[config.mk]
export PLATFORM = sky130hd
export DESIGN_NAME = spi_evt_ctrl
export DESIGN_NICKNAME = d
export VERILOG_FILES = /design/src/rtl/spi_evt_pkg.sv /design/src/rtl/spi_evt_collide.sv /design/src/rtl/spi_evt_sticky.sv /design/src/rtl/spi_evt_irq.sv /design/src/rtl/spi_evt_ctrl.sv
export SDC_FILE = /design/constraint.sdc
export NUM_CORES = 1
export LEC_CHECK = 0
export BUFFER_PORTS_ARGS = -buffer_cell sky130_fd_sc_hd__buf_2
export CORE_MARGIN = 5
export CORE_UTILIZATION = 42
export CTS_CLUSTER_SIZE = 8
export DETAILED_ROUTE_END_ITERATION = 16
export GPL_ROUTABILITY_DRIVEN = 0
export PLACE_DENSITY = 0.82
export SKIP_CTS_REPAIR_TIMING = 1
export SLEW_MARGIN = 40
export SYNTH_ARGS = -nofsm -noshare
export SYNTH_HDL_FRONTEND = slang
export SYNTH_SLANG_ARGS = --single-unit
[constraint.sdc]
create_clock -name clk -period 1.05 [get_ports clk]
set_input_delay 0.0525 -clock clk [delete_from_list [all_inputs] [get_ports clk]]
set_output_delay 0.0525 -clock clk [all_outputs]
set_load 0.005 [all_outputs]
[src/rtl/spi_evt_pkg.sv]
package spi_evt_pkg;
    localparam int REG_W   = 8;
    // data-line index of each flag (register bit n sits on line REG_W-1-n)
    localparam int EVT_MME = 5;
    localparam int EVT_TXE = 4;
    localparam int EVT_BSY = 2;
    localparam int EVT_TXB = 1;
    localparam int EVT_RXB = 0;
    localparam logic [REG_W-1:0] EVT_VALID =
        (REG_W'(1) << EVT_MME) | (REG_W'(1) << EVT_TXE) | (REG_W'(1) << EVT_BSY) |
        (REG_W'(1) << EVT_TXB) | (REG_W'(1) << EVT_RXB);

    typedef enum logic [0:0] {SEL_IDLE = 1'b0, SEL_HELD = 1'b1} sel_state_e;
    typedef enum logic [0:0] {IRQ_QUIET = 1'b0, IRQ_RAISED = 1'b1} irq_state_e;
endpackage

[src/rtl/spi_evt_collide.sv]
module spi_evt_collide
    import spi_evt_pkg::*;
(
    input  logic clk,
    input  logic rst_n,
    input  logic sel_in,
    input  logic master,
    output logic collide
);
    sel_state_e state_q, state_d;

    always_ff @(posedge clk or negedge rst_n) begin
        if (!rst_n) state_q <= SEL_IDLE;
        else        state_q <= state_d;
    end

    always_comb begin
        state_d = state_q;
        collide = 1'b0;
        unique case (state_q)
            SEL_IDLE: begin
                if (sel_in) begin
                    state_d = SEL_HELD;
                    collide = master;
                end
            end
            SEL_HELD: begin
                if (!sel_in) state_d = SEL_IDLE;
            end
            default: state_d = SEL_IDLE;
        endcase
    end
endmodule

[src/rtl/spi_evt_sticky.sv]
module spi_evt_sticky #(
    parameter int               W     = 8,
    parameter logic [W-1:0]     VALID = '1
) (
    input  logic         clk,
    input  logic         rst_n,
    input  logic [W-1:0] set_vec,
    input  logic [W-1:0] clr_vec,
    output logic [W-1:0] q
);
    for (genvar i = 0; i < W; i++) begin : g_bit
        if (VALID[i]) begin : g_live
            logic bit_q;
            always_ff @(posedge clk or negedge rst_n) begin
                if (!rst_n)          bit_q <= 1'b0;
                else if (set_vec[i]) bit_q <= 1'b1;  // set has priority
                else if (clr_vec[i]) bit_q <= 1'b0;
            end
            assign q[i] = bit_q;
        end else begin : g_rsvd
            logic unused_in;
            assign unused_in = set_vec[i] | clr_vec[i];
            assign q[i] = 1'b0 & unused_in;
        end
    end
endmodule

[src/rtl/spi_evt_irq.sv]
module spi_evt_irq
    import spi_evt_pkg::*;
#(
    parameter int W = 8
) (
    input  logic         clk,
    input  logic         rst_n,
    input  logic [W-1:0] evt,
    input  logic [W-1:0] en,
    output logic         irq
);
    irq_state_e state_q, state_d;
    logic       pending;

    assign pending = |(evt & en);

    always_ff @(posedge clk or negedge rst_n) begin
        if (!rst_n) state_q <= IRQ_QUIET;
        else        state_q <= state_d;
    end

    always_comb begin
        state_d = state_q;
        unique case (state_q)
            IRQ_QUIET:  if (pending)  state_d = IRQ_RAISED;
            IRQ_RAISED: if (!pending) state_d = IRQ_QUIET;
            default:    state_d = IRQ_QUIET;
        endcase
    end

    always_comb begin
        irq = (state_q == IRQ_RAISED);
    end
endmodule

[src/rtl/spi_evt_ctrl.sv]
module spi_evt_ctrl
    import spi_evt_pkg::*;
(
    input  logic             clk,
    input  logic             rst_n,
    input  logic             ss_active,
    input  logic             master_mode,
    input  logic             rx_char_stb,
    input  logic             rx_buf_free,
    input  logic             tx_err_stb,
    input  logic             tx_buf_done_stb,
    input  logic             rx_buf_closed_stb,
    input  logic             reg_sel,
    input  logic             reg_wr,
    input  logic             reg_addr,
    input  logic [REG_W-1:0] reg_wdata,
    output logic [REG_W-1:0] reg_rdata,
    output logic             irq
);
    logic             collide;
    logic [REG_W-1:0] set_vec, clr_vec, evt_q, en_q, en_set, en_clr;
    logic             wr_evt, wr_en;

    assign wr_evt = reg_sel && reg_wr && !reg_addr;
    assign wr_en  = reg_sel && reg_wr &&  reg_addr;

    spi_evt_collide u_collide (
        .clk     (clk),
        .rst_n   (rst_n),
        .sel_in  (ss_active),
        .master  (master_mode),
        .collide (collide)
    );

    always_comb begin
        set_vec          = '0;
        set_vec[EVT_MME] = collide;
        set_vec[EVT_TXE] = tx_err_stb;
        set_vec[EVT_BSY] = rx_char_stb && !rx_buf_free;
        set_vec[EVT_TXB] = tx_buf_done_stb;
        set_vec[EVT_RXB] = rx_buf_closed_stb;
        clr_vec          = wr_evt ? reg_wdata : '0;
        en_set           = wr_en ? reg_wdata  : '0;
        en_clr           = wr_en ? ~reg_wdata : '0;
    end

    spi_evt_sticky #(.W(REG_W), .VALID(EVT_VALID)) u_evt (
        .clk     (clk),
        .rst_n   (rst_n),
        .set_vec (set_vec),
        .clr_vec (clr_vec),
        .q       (evt_q)
    );

    spi_evt_sticky #(.W(REG_W), .VALID(EVT_VALID)) u_en (
        .clk     (clk),
        .rst_n   (rst_n),
        .set_vec (en_set),
        .clr_vec (en_clr),
        .q       (en_q)
    );

    spi_evt_irq #(.W(REG_W)) u_irq (
        .clk   (clk),
        .rst_n (rst_n),
        .evt   (evt_q),
        .en    (en_q),
        .irq   (irq)
    );

    assign reg_rdata = reg_addr ? en_q : evt_q;
endmodule

==> results of run 1 <==
==> cell families (layout without fill, tap and decap cells) <==
kind of cell,count (synthesis),after routing,share of synthesized area [%]
compound gates,7,7,10.0
other cells,1,3,0.653
buf+inv,5,38,5.44
mux,10,10,19.6
flops,12,12,52.3
simple gates,8,8,12.0
==> per-layer routing <==
layer / global-route usage, % / routed length (um) / vias up
met5: 0 / 0 / -
met4: 1.66 / 0 / 0
met3: 7.66 / 97 / 0
met2: 19.8 / 672 / 16
met1: 14.2 / 492 / 242
li1: - / - / 227
==> synth_stat cells, drive strengths merged <==
| master | count | area share, % |
|---|---|---|
| a21o | 3 | 3.9 |
| a222oi | 1 | 1.7 |
| a22o | 1 | 1.5 |
| a22oi | 1 | 1.3 |
| buf | 4 | 4.8 |
| conb | 1 | 0.65 |
| dfrtp | 12 | 52 |
| inv | 1 | 0.65 |
| mux2 | 10 | 20 |
| nand2 | 2 | 1.3 |
| nand3 | 1 | 3.1 |
| nand4b | 5 | 7.6 |
| o2bb2ai | 1 | 1.5 |
==> critical path, cell delays in order, from the launching register on <==
cell	delay, ns
dfrtp_1	0.40
mux2_4	0.27
buf_6	0.12
==> through the flow <==
step | hold WS [ns] | total power [mW] | TNS, ns | std cells | utilization [%]
6_report | 0.0235 | 1.18 | -0.275 | 93 | 63.6
5_1_grt | 0.0199 | 1.25 | -0.524 | 93 | 63.6
4_1_cts | -0.358 | 1.14 | -0.353 | 82 | 55.3
3_5_place_dp | -0.0587 | 0.772 | 0 | 78 | 52.5
3_3_place_gp | -0.0615 | 0.764 | 0 | 78 | 52.5
2_1_floorplan | -0.243 | 0.677 | 0 | 45 | -
==> power by group through the flow <==
stage                     Clock (mW)  Combinational (mW)  Sequential (mW)
after global routing           0.401               0.285            0.565
after CTS                      0.374               0.206            0.558
after global placement             0               0.201            0.564
after detailed placement           0               0.205            0.567
final                          0.361               0.260            0.558
after floorplan                    0               0.122            0.555
==> how the worst max path moves through the flow <==
stage | startpoint | end | cells after the start
after detailed placement | u_en.g_bit[5].g_live.bit_q$_DFFE_PN0P_ | u_irq.irq$_DFF_PN0_ | 2
after global placement | u_en.g_bit[5].g_live.bit_q$_DFFE_PN0P_ | u_irq.irq$_DFF_PN0_ | 2
after global routing | u_evt.g_bit[0].g_live.bit_q$_DFFE_PN0P_ | reg_rdata[0] | 2
after floorplan | u_en.g_bit[5].g_live.bit_q$_DFFE_PN0P_ | u_irq.irq$_DFF_PN0_ | 2
final | u_en.g_bit[1].g_live.bit_q$_DFFE_PN0P_ | reg_rdata[1] | 2
after CTS | u_en.g_bit[1].g_live.bit_q$_DFFE_PN0P_ | reg_rdata[1] | 2
==> layout make-up <==
class	instances	area, um2
Timing Repair Buffer	33	214
Multi-Input combinational cell	28	254
Clock buffer	4	36.3
Sequential cell	12	300
Tap cell	15	18.8
Fill cell	115	474
Inverter	1	3.75
==> registers in the layout (all words and copies together), names as in the netlist <==
name and count:
u_en.g_bit.g_live.bit_q 5, u_evt.g_bit.g_live.bit_q 5, u_collide.state_q 1, u_irq.irq 1
==> reports/results.ini, run 1 <==
[run_status]
outcome = finished with violations
violations = setup timing

[timing]
fin_crit_ns = 1.12
clock_skew_ns = 0.00349
finalCritPeriodShare_pct = 106
finalMaxSlewViolations = 0
setup_viol = 5
setup_ws_ns = -0.0667
hold_violations = 0
clock.fmax_mhz = 896
grt_setup_unrepaired = true

[route]
via_per_inst = 5.22
routed_wl_mm = 1.26
routedWlPerCell_um = 13.6
first_pass_iters = 6
drt-initial-drc-count = 12
vias = 485
drcViolationCount = 0
drtAntennaViolNets = 0

[worst_setup_path]
rrSetupSlack_ns = 0.01
reg2regPathDepth = 3
startpoint_type = flop
critPathMaxFanout = 3
worstSetupEndpointType = primary output
critical_path.reg2reg.endpoint = u_irq.irq$_DFF_PN0_
r2r_start = u_evt.g_bit[1].g_live.bit_q$_DFFE_PN0P_
cp.required_ns = 1.00
crit_arrival_ns = 1.06
critPathKind = reg -> out

[die]
start_util_pct = 44.1
ios = 29
dieWidth_um = 47.0
die_area_um2 = 2210
coreArea_um2 = 1300
core.rowCount = 13
die_y_um = 47.0

[power]
p_leak_nw = 0.372
power_density_nw_per_um2 = 1430
switching_share_pct = 24.0
seqPwrFrac_pct = 47.3
power_frac_comb_pct = 22.1
p_clk_share_pct = 30.6
vdd_drop_max_v = 0.000917
p_switching_uw = 283
intPower_uw = 896

[global_routing]
grt_pass1_vias = 439
grt_start_max_net_pins = 13
grt_first_pass_wirelength_mm = 1.88
grt_antenna_before_repair = 0
track_usage_pct = 12.2
overflow = 0

[clocking]
clkTransAtPathRegs_ns = 0.07
clock_latency_ns = 0.27
clock_path_buffers = 2
cts.htree.levels = 1
cts-root-buf = clkbuf_4
cts_made_buffers = 3
cts_tree = built
cts_num_sinks = 12

[final_layout]
n_antenna_cell = 0
fin_area_um2 = 827
fin_nets = 99
layout_common_cells = 21 x buf_2, 12 x dfrtp_1, 9 x mux2_2
layout-drive-gt1-share_pct = 53.8
syn_to_final_growth_pct = 44.0
mostFrequentLayoutCell = buf_2

[worst_hold_path]
hold_path_depth = 3
hold_start = master_mode
hp-class = in -> reg
hold_end = u_evt.g_bit[5].g_live.bit_q$_DFFE_PN0P_

[logic_synthesis]
synthCells = 43
syn_area_per_cell_um2 = 13.4
yosys.cell_types.count = 14
yosysWarnings = 0
yosysSeqAreaShare_pct = 52.3
synth_seq_cells = 12
synth_area_um2 = 574

[placed_design]
place_ws_ns = 0.135
dpl-instance-area_um2 = 683
io_buffers = 22
hpwl_um = 887

[job]
max-cap-violations = 0

Note: power is estimated with default switching activity, not from simulation.
==> inputs of run 2 (changes only) <==
--- a/config.mk
+++ b/config.mk
@@ -12,6 +12,7 @@
 export DETAILED_ROUTE_END_ITERATION = 16
 export GPL_ROUTABILITY_DRIVEN = 0
 export PLACE_DENSITY = 0.82
+export RECOVER_POWER = 50
 export SKIP_CTS_REPAIR_TIMING = 1
 export SLEW_MARGIN = 40
 export SYNTH_ARGS = -nofsm -noshare
==> reports/results.ini, run 2 (synthesized netlist as in run 1, its figures left out) <==
[worst_setup_path]
cp_top_family = flip-flops
path_depth = 2
crit_start = u_en.g_bit[1].g_live.bit_q$_DFFE_PN0P_
path_buf_inv = 1
crit_arrival_ns = 1.06
critPathKind = reg -> out
cp.required_ns = 1.00
worstSetupEndpointType = primary output
cpMaxStageDelayCell = dfrtp_1
critical_path.reg2reg.endpoint = u_irq.irq$_DFF_PN0_
crit_chain = mux2_4, buf_6
slowest_delay_ns = 0.40
r2r_start = u_evt.g_bit[1].g_live.bit_q$_DFFE_PN0P_
critical_path.endpoint = reg_rdata[1]
startpoint_type = flop
critPathMaxFanout = 3
rrSetupSlack_ns = 0.01
reg2regPathDepth = 3

[power]
seqPwrFrac_pct = 47.4
power_density_nw_per_um2 = 1430
switching_share_pct = 24.0
intPower_uw = 896
p_switching_uw = 283
p_clk_share_pct = 30.6
power_frac_comb_pct = 22.0
p_leak_nw = 0.370
vdd_drop_max_v = 0.000917

[placed_design]
dp.cells = 78
hpwl_um = 887
io_buffers = 22
dpl-instance-area_um2 = 683

[final_layout]
fin_cells = 93
fin_nets = 99
syn_to_final_growth_pct = 43.8
biggestRegsByFlops = u_en.g_bit.g_live.bit_q (5), u_evt.g_bit.g_live.bit_q (5)
n_antenna_cell = 0
mostFrequentLayoutCell = buf_2
fin_area_um2 = 826
num-fill-cells = 116
multi_input_area_um2 = 254
layout_common_cells = 20 x buf_2, 12 x dfrtp_1, 9 x mux2_2
area.sequential_um2 = 300
layout-drive-gt1-share_pct = 52.6

[die]
die_y_um = 47.0
ios = 29
coreArea_um2 = 1300
core.rowCount = 13
start_util_pct = 44.1
die_area_um2 = 2210
dieWidth_um = 47.0

[clocking]
cts_tree = built
clkTransAtPathRegs_ns = 0.07
cts_made_buffers = 3
clock_path_buffers = 2
cts.htree.levels = 1
clock_latency_ns = 0.27
cts-root-buf = clkbuf_4
cts_num_sinks = 12

[job]
max-cap-violations = 0

[route]
drt-initial-drc-count = 12
via_per_inst = 5.23
vias = 486
routedWlPerCell_um = 13.5
drtAntennaViolNets = 0
drcViolationCount = 0
routed_wl_mm = 1.26
first_pass_iters = 6

[global_routing]
grt_start_max_net_pins = 13
grt_antenna_before_repair = 0
grt_pass1_vias = 439
grt_first_pass_wirelength_mm = 1.88
overflow = 0
track_usage_pct = 12.2

[timing]
fin_crit_ns = 1.12
clock_skew_ns = 0.00349
finalMaxSlewViolations = 0
clock.fmax_mhz = 896
tightest_slew_ns = 0.618
setup_viol = 5
finalCritPeriodShare_pct = 106
setup_ws_ns = -0.0667
hold_violations = 0
slew_headroom_pct = 58.8
grt_setup_unrepaired = true

[run_status]
violations = setup timing
outcome = finished with violations

[worst_hold_path]
hp-class = in -> reg

==> run 2: changes by cell type in the layout (fill, tap and decap cells not counted), sizes merged <==
cell	before	now
buf	27	26
clkbuf	4	5
==> run 2: worst min-delay path, cell delays in order <==
cell	delay [ns]
buf_2	0.10
nand2_1	0.05
o2bb2ai_1	0.06
==> run 2: stage by stage <==
| stage | hold WS, ns | TNS (ns) | power, mW | worst slack (ns) | utilization, % |
|---|---|---|---|---|---|
| floorplan | -0.243 | 0 | 0.677 | 0.185 | - |
| global placement | -0.0615 | 0 | 0.764 | 0.127 | 52.5 |
| detailed placement | -0.0587 | 0 | 0.772 | 0.135 | 52.5 |
| CTS | -0.358 | -0.353 | 1.14 | -0.0745 | 55.3 |
| global route | 0.0199 | -0.524 | 1.25 | -0.113 | 63.5 |
| finish | 0.0235 | -0.275 | 1.18 | -0.0667 | 63.5 |
==> run 2: worst min path at each step <==
stage                            start                                      end  slack [ns]  depth (start not counted)
after floorplan                  rst_n              u_collide.state_q$_DFF_PN0_       -0.24                          0
after global placement           rst_n  u_evt.g_bit[4].g_live.bit_q$_DFFE_PN0P_       -0.06                          1
after detailed placement         rst_n  u_evt.g_bit[4].g_live.bit_q$_DFFE_PN0P_       -0.06                          1
after CTS                        rst_n  u_evt.g_bit[4].g_live.bit_q$_DFFE_PN0P_       -0.36                          1
after global routing      reg_wdata[4]   u_en.g_bit[4].g_live.bit_q$_DFFE_PN0P_        0.02                          2
final                      master_mode  u_evt.g_bit[5].g_live.bit_q$_DFFE_PN0P_        0.02                          3
==> run 2: area by class of cell <==
type / count / share of cell area [%]
Multi-Input combinational cell: 28 / 30.8
Clock buffer: 4 / 4.39
Tap cell: 15 / 2.27
Timing Repair Buffer: 33 / 25.8
Inverter: 1 / 0.455
Sequential cell: 12 / 36.4
==> run 2: power by group through the flow <==
stage / Sequential (mW) / Combinational, mW / Clock [mW]
2_1_floorplan: 0.555 / 0.122 / 0
3_3_place_gp: 0.564 / 0.201 / 0
3_5_place_dp: 0.567 / 0.205 / 0
4_1_cts: 0.558 / 0.206 / 0.374
5_1_grt: 0.565 / 0.284 / 0.401
6_report: 0.558 / 0.259 / 0.361
==> run 2: per-layer routing <==
metal,track usage [%],share of wire [%]
met5,0,0
met4,1.66,0
met3,7.66,7.7
met2,19.8,53
met1,14.2,39
==> inputs of run 3 (changes only) <==
--- a/config.mk
+++ b/config.mk
@@ -11,6 +11,7 @@
 export CTS_CLUSTER_SIZE = 8
 export DETAILED_ROUTE_END_ITERATION = 16
 export GPL_ROUTABILITY_DRIVEN = 0
+export MAX_ROUTING_LAYER = met4
 export PLACE_DENSITY = 0.82
 export RECOVER_POWER = 50
 export SKIP_CTS_REPAIR_TIMING = 1
==> reports/results.ini, run 3 (synthesized netlist as in run 1, its figures left out) <==
[worst_setup_path]
slowest_delay_ns = 0.40
cp.required_ns = 1.00
worstSetupEndpointType = primary output
startpoint_type = flop
critPathKind = reg -> out
critPathMaxFanout = 3
cpMaxStageDelayCell = dfrtp_1
path_buf_inv = 1
cp_top_family = flip-flops
crit_arrival_ns = 1.06
crit_chain = mux2_4, buf_6

[final_layout]
area.sequential_um2 = 300
fin_area_um2 = 826
multi_input_area_um2 = 254
syn_to_final_growth_pct = 43.8
layout-drive-gt1-share_pct = 52.6
n_antenna_cell = 0
num-fill-cells = 116
mostFrequentLayoutCell = buf_2
fin_nets = 99
biggestRegsByFlops = u_en.g_bit.g_live.bit_q (5), u_evt.g_bit.g_live.bit_q (5)
layout_common_cells = 20 x buf_2, 12 x dfrtp_1, 9 x mux2_2

[die]
die_y_um = 47.0
die_area_um2 = 2210
core.rowCount = 13
ios = 29
coreArea_um2 = 1300
dieWidth_um = 47.0
start_util_pct = 44.1

[job]
max-cap-violations = 0

[timing]
finalCritPeriodShare_pct = 106
fin_crit_ns = 1.12
setup_viol = 5
hold-worst-slack_ns = 0.0244
tightest_slew_ns = 0.618
finalMaxSlewViolations = 0
hold_violations = 0
clock_skew_ns = 0.00352
slew_headroom_pct = 58.8
grt_setup_unrepaired = true
clock.fmax_mhz = 896
setup_ws_ns = -0.0661

[clocking]
cts_num_sinks = 12
clock_latency_ns = 0.27
cts-root-buf = clkbuf_4
clock_path_buffers = 2
cts_made_buffers = 3
cts_tree = built
cts.htree.levels = 1
clkTransAtPathRegs_ns = 0.07

[global_routing]
grt_start_max_net_pins = 13
grt_pass1_vias = 438
grt_first_pass_wirelength_mm = 1.88
track_usage_pct = 12.6
grt_antenna_before_repair = 0
overflow = 0

[route]
drcViolationCount = 0
drtAntennaViolNets = 0
vias = 487
via_per_inst = 5.24
routed_wl_mm = 1.26
first_pass_iters = 5
drt-initial-drc-count = 14
routedWlPerCell_um = 13.5

[placed_design]
dpl-instance-area_um2 = 683
hpwl_um = 887
io_buffers = 22

[power]
power_density_nw_per_um2 = 1430
vdd_drop_max_v = 0.000915
p_leak_nw = 0.370
finalPower_mw = 1.18

[run_status]
violations = setup timing
outcome = finished with violations

[worst_hold_path]
hp-class = in -> reg

run 3: final timing paths:
path	from	endpoint	slack (ns)	depth (start not counted)
setup / recovery	u_en.g_bit[1].g_live.bit_q$_DFFE_PN0P_	reg_rdata[1]	-0.07	2
hold / removal	master_mode	u_evt.g_bit[5].g_live.bit_q$_DFFE_PN0P_	0.02	3
min in group asynchronous	rst_n	u_evt.g_bit[4].g_live.bit_q$_DFFE_PN0P_	0.30	2
setup reg to reg	u_evt.g_bit[1].g_live.bit_q$_DFFE_PN0P_	u_irq.irq$_DFF_PN0_	0	3
max in group asynchronous	rst_n	u_collide.state_q$_DFF_PN0_	0.35	2
hold reg to reg	u_collide.state_q$_DFF_PN0_	u_evt.g_bit[5].g_live.bit_q$_DFFE_PN0P_	0.42	1
run 3: layout make-up:
class	count	share of cell area [%]
Sequential cell	12	36.4
Multi-Input combinational cell	28	30.8
Timing Repair Buffer	33	25.8
Clock buffer	4	4.39
Tap cell	15	2.27
Inverter	1	0.455
run 3: power breakdown:
part	leakage, nW	switching [mW]	internal [mW]	total [mW]
clock network	0.0210	0.149	0.211	0.360
registers	0.128	0.0392	0.519	0.558
logic	0.221	0.0934	0.166	0.259
run 3: worst reg2reg max path: stages (launching register included):
cell,delay (ns)
dfrtp_1,0.38
buf_4,0.14
a222oi_1,0.31
nand2_1,0.10
run 3: metrics by stage:
step	TNS, ns	utilization (%)	setup slack, ns	instances
floorplan	0	-	0.185	45
global placement	0	52.5	0.127	78
detailed placement	0	52.5	0.135	78
CTS	-0.353	55.3	-0.0745	82
global route	-0.523	63.5	-0.113	93
finish	-0.271	63.5	-0.0661	93
run 3: layer usage:
layer | global-route usage, % | up-vias | share of wire, %
met2 | 19.8 | 16 | 54
met3 | 6.90 | 0 | 6.5
li1 | - | 228 | -
met5 | - | - | 0
met4 | 1.66 | 0 | 0
met1 | 14.7 | 243 | 40
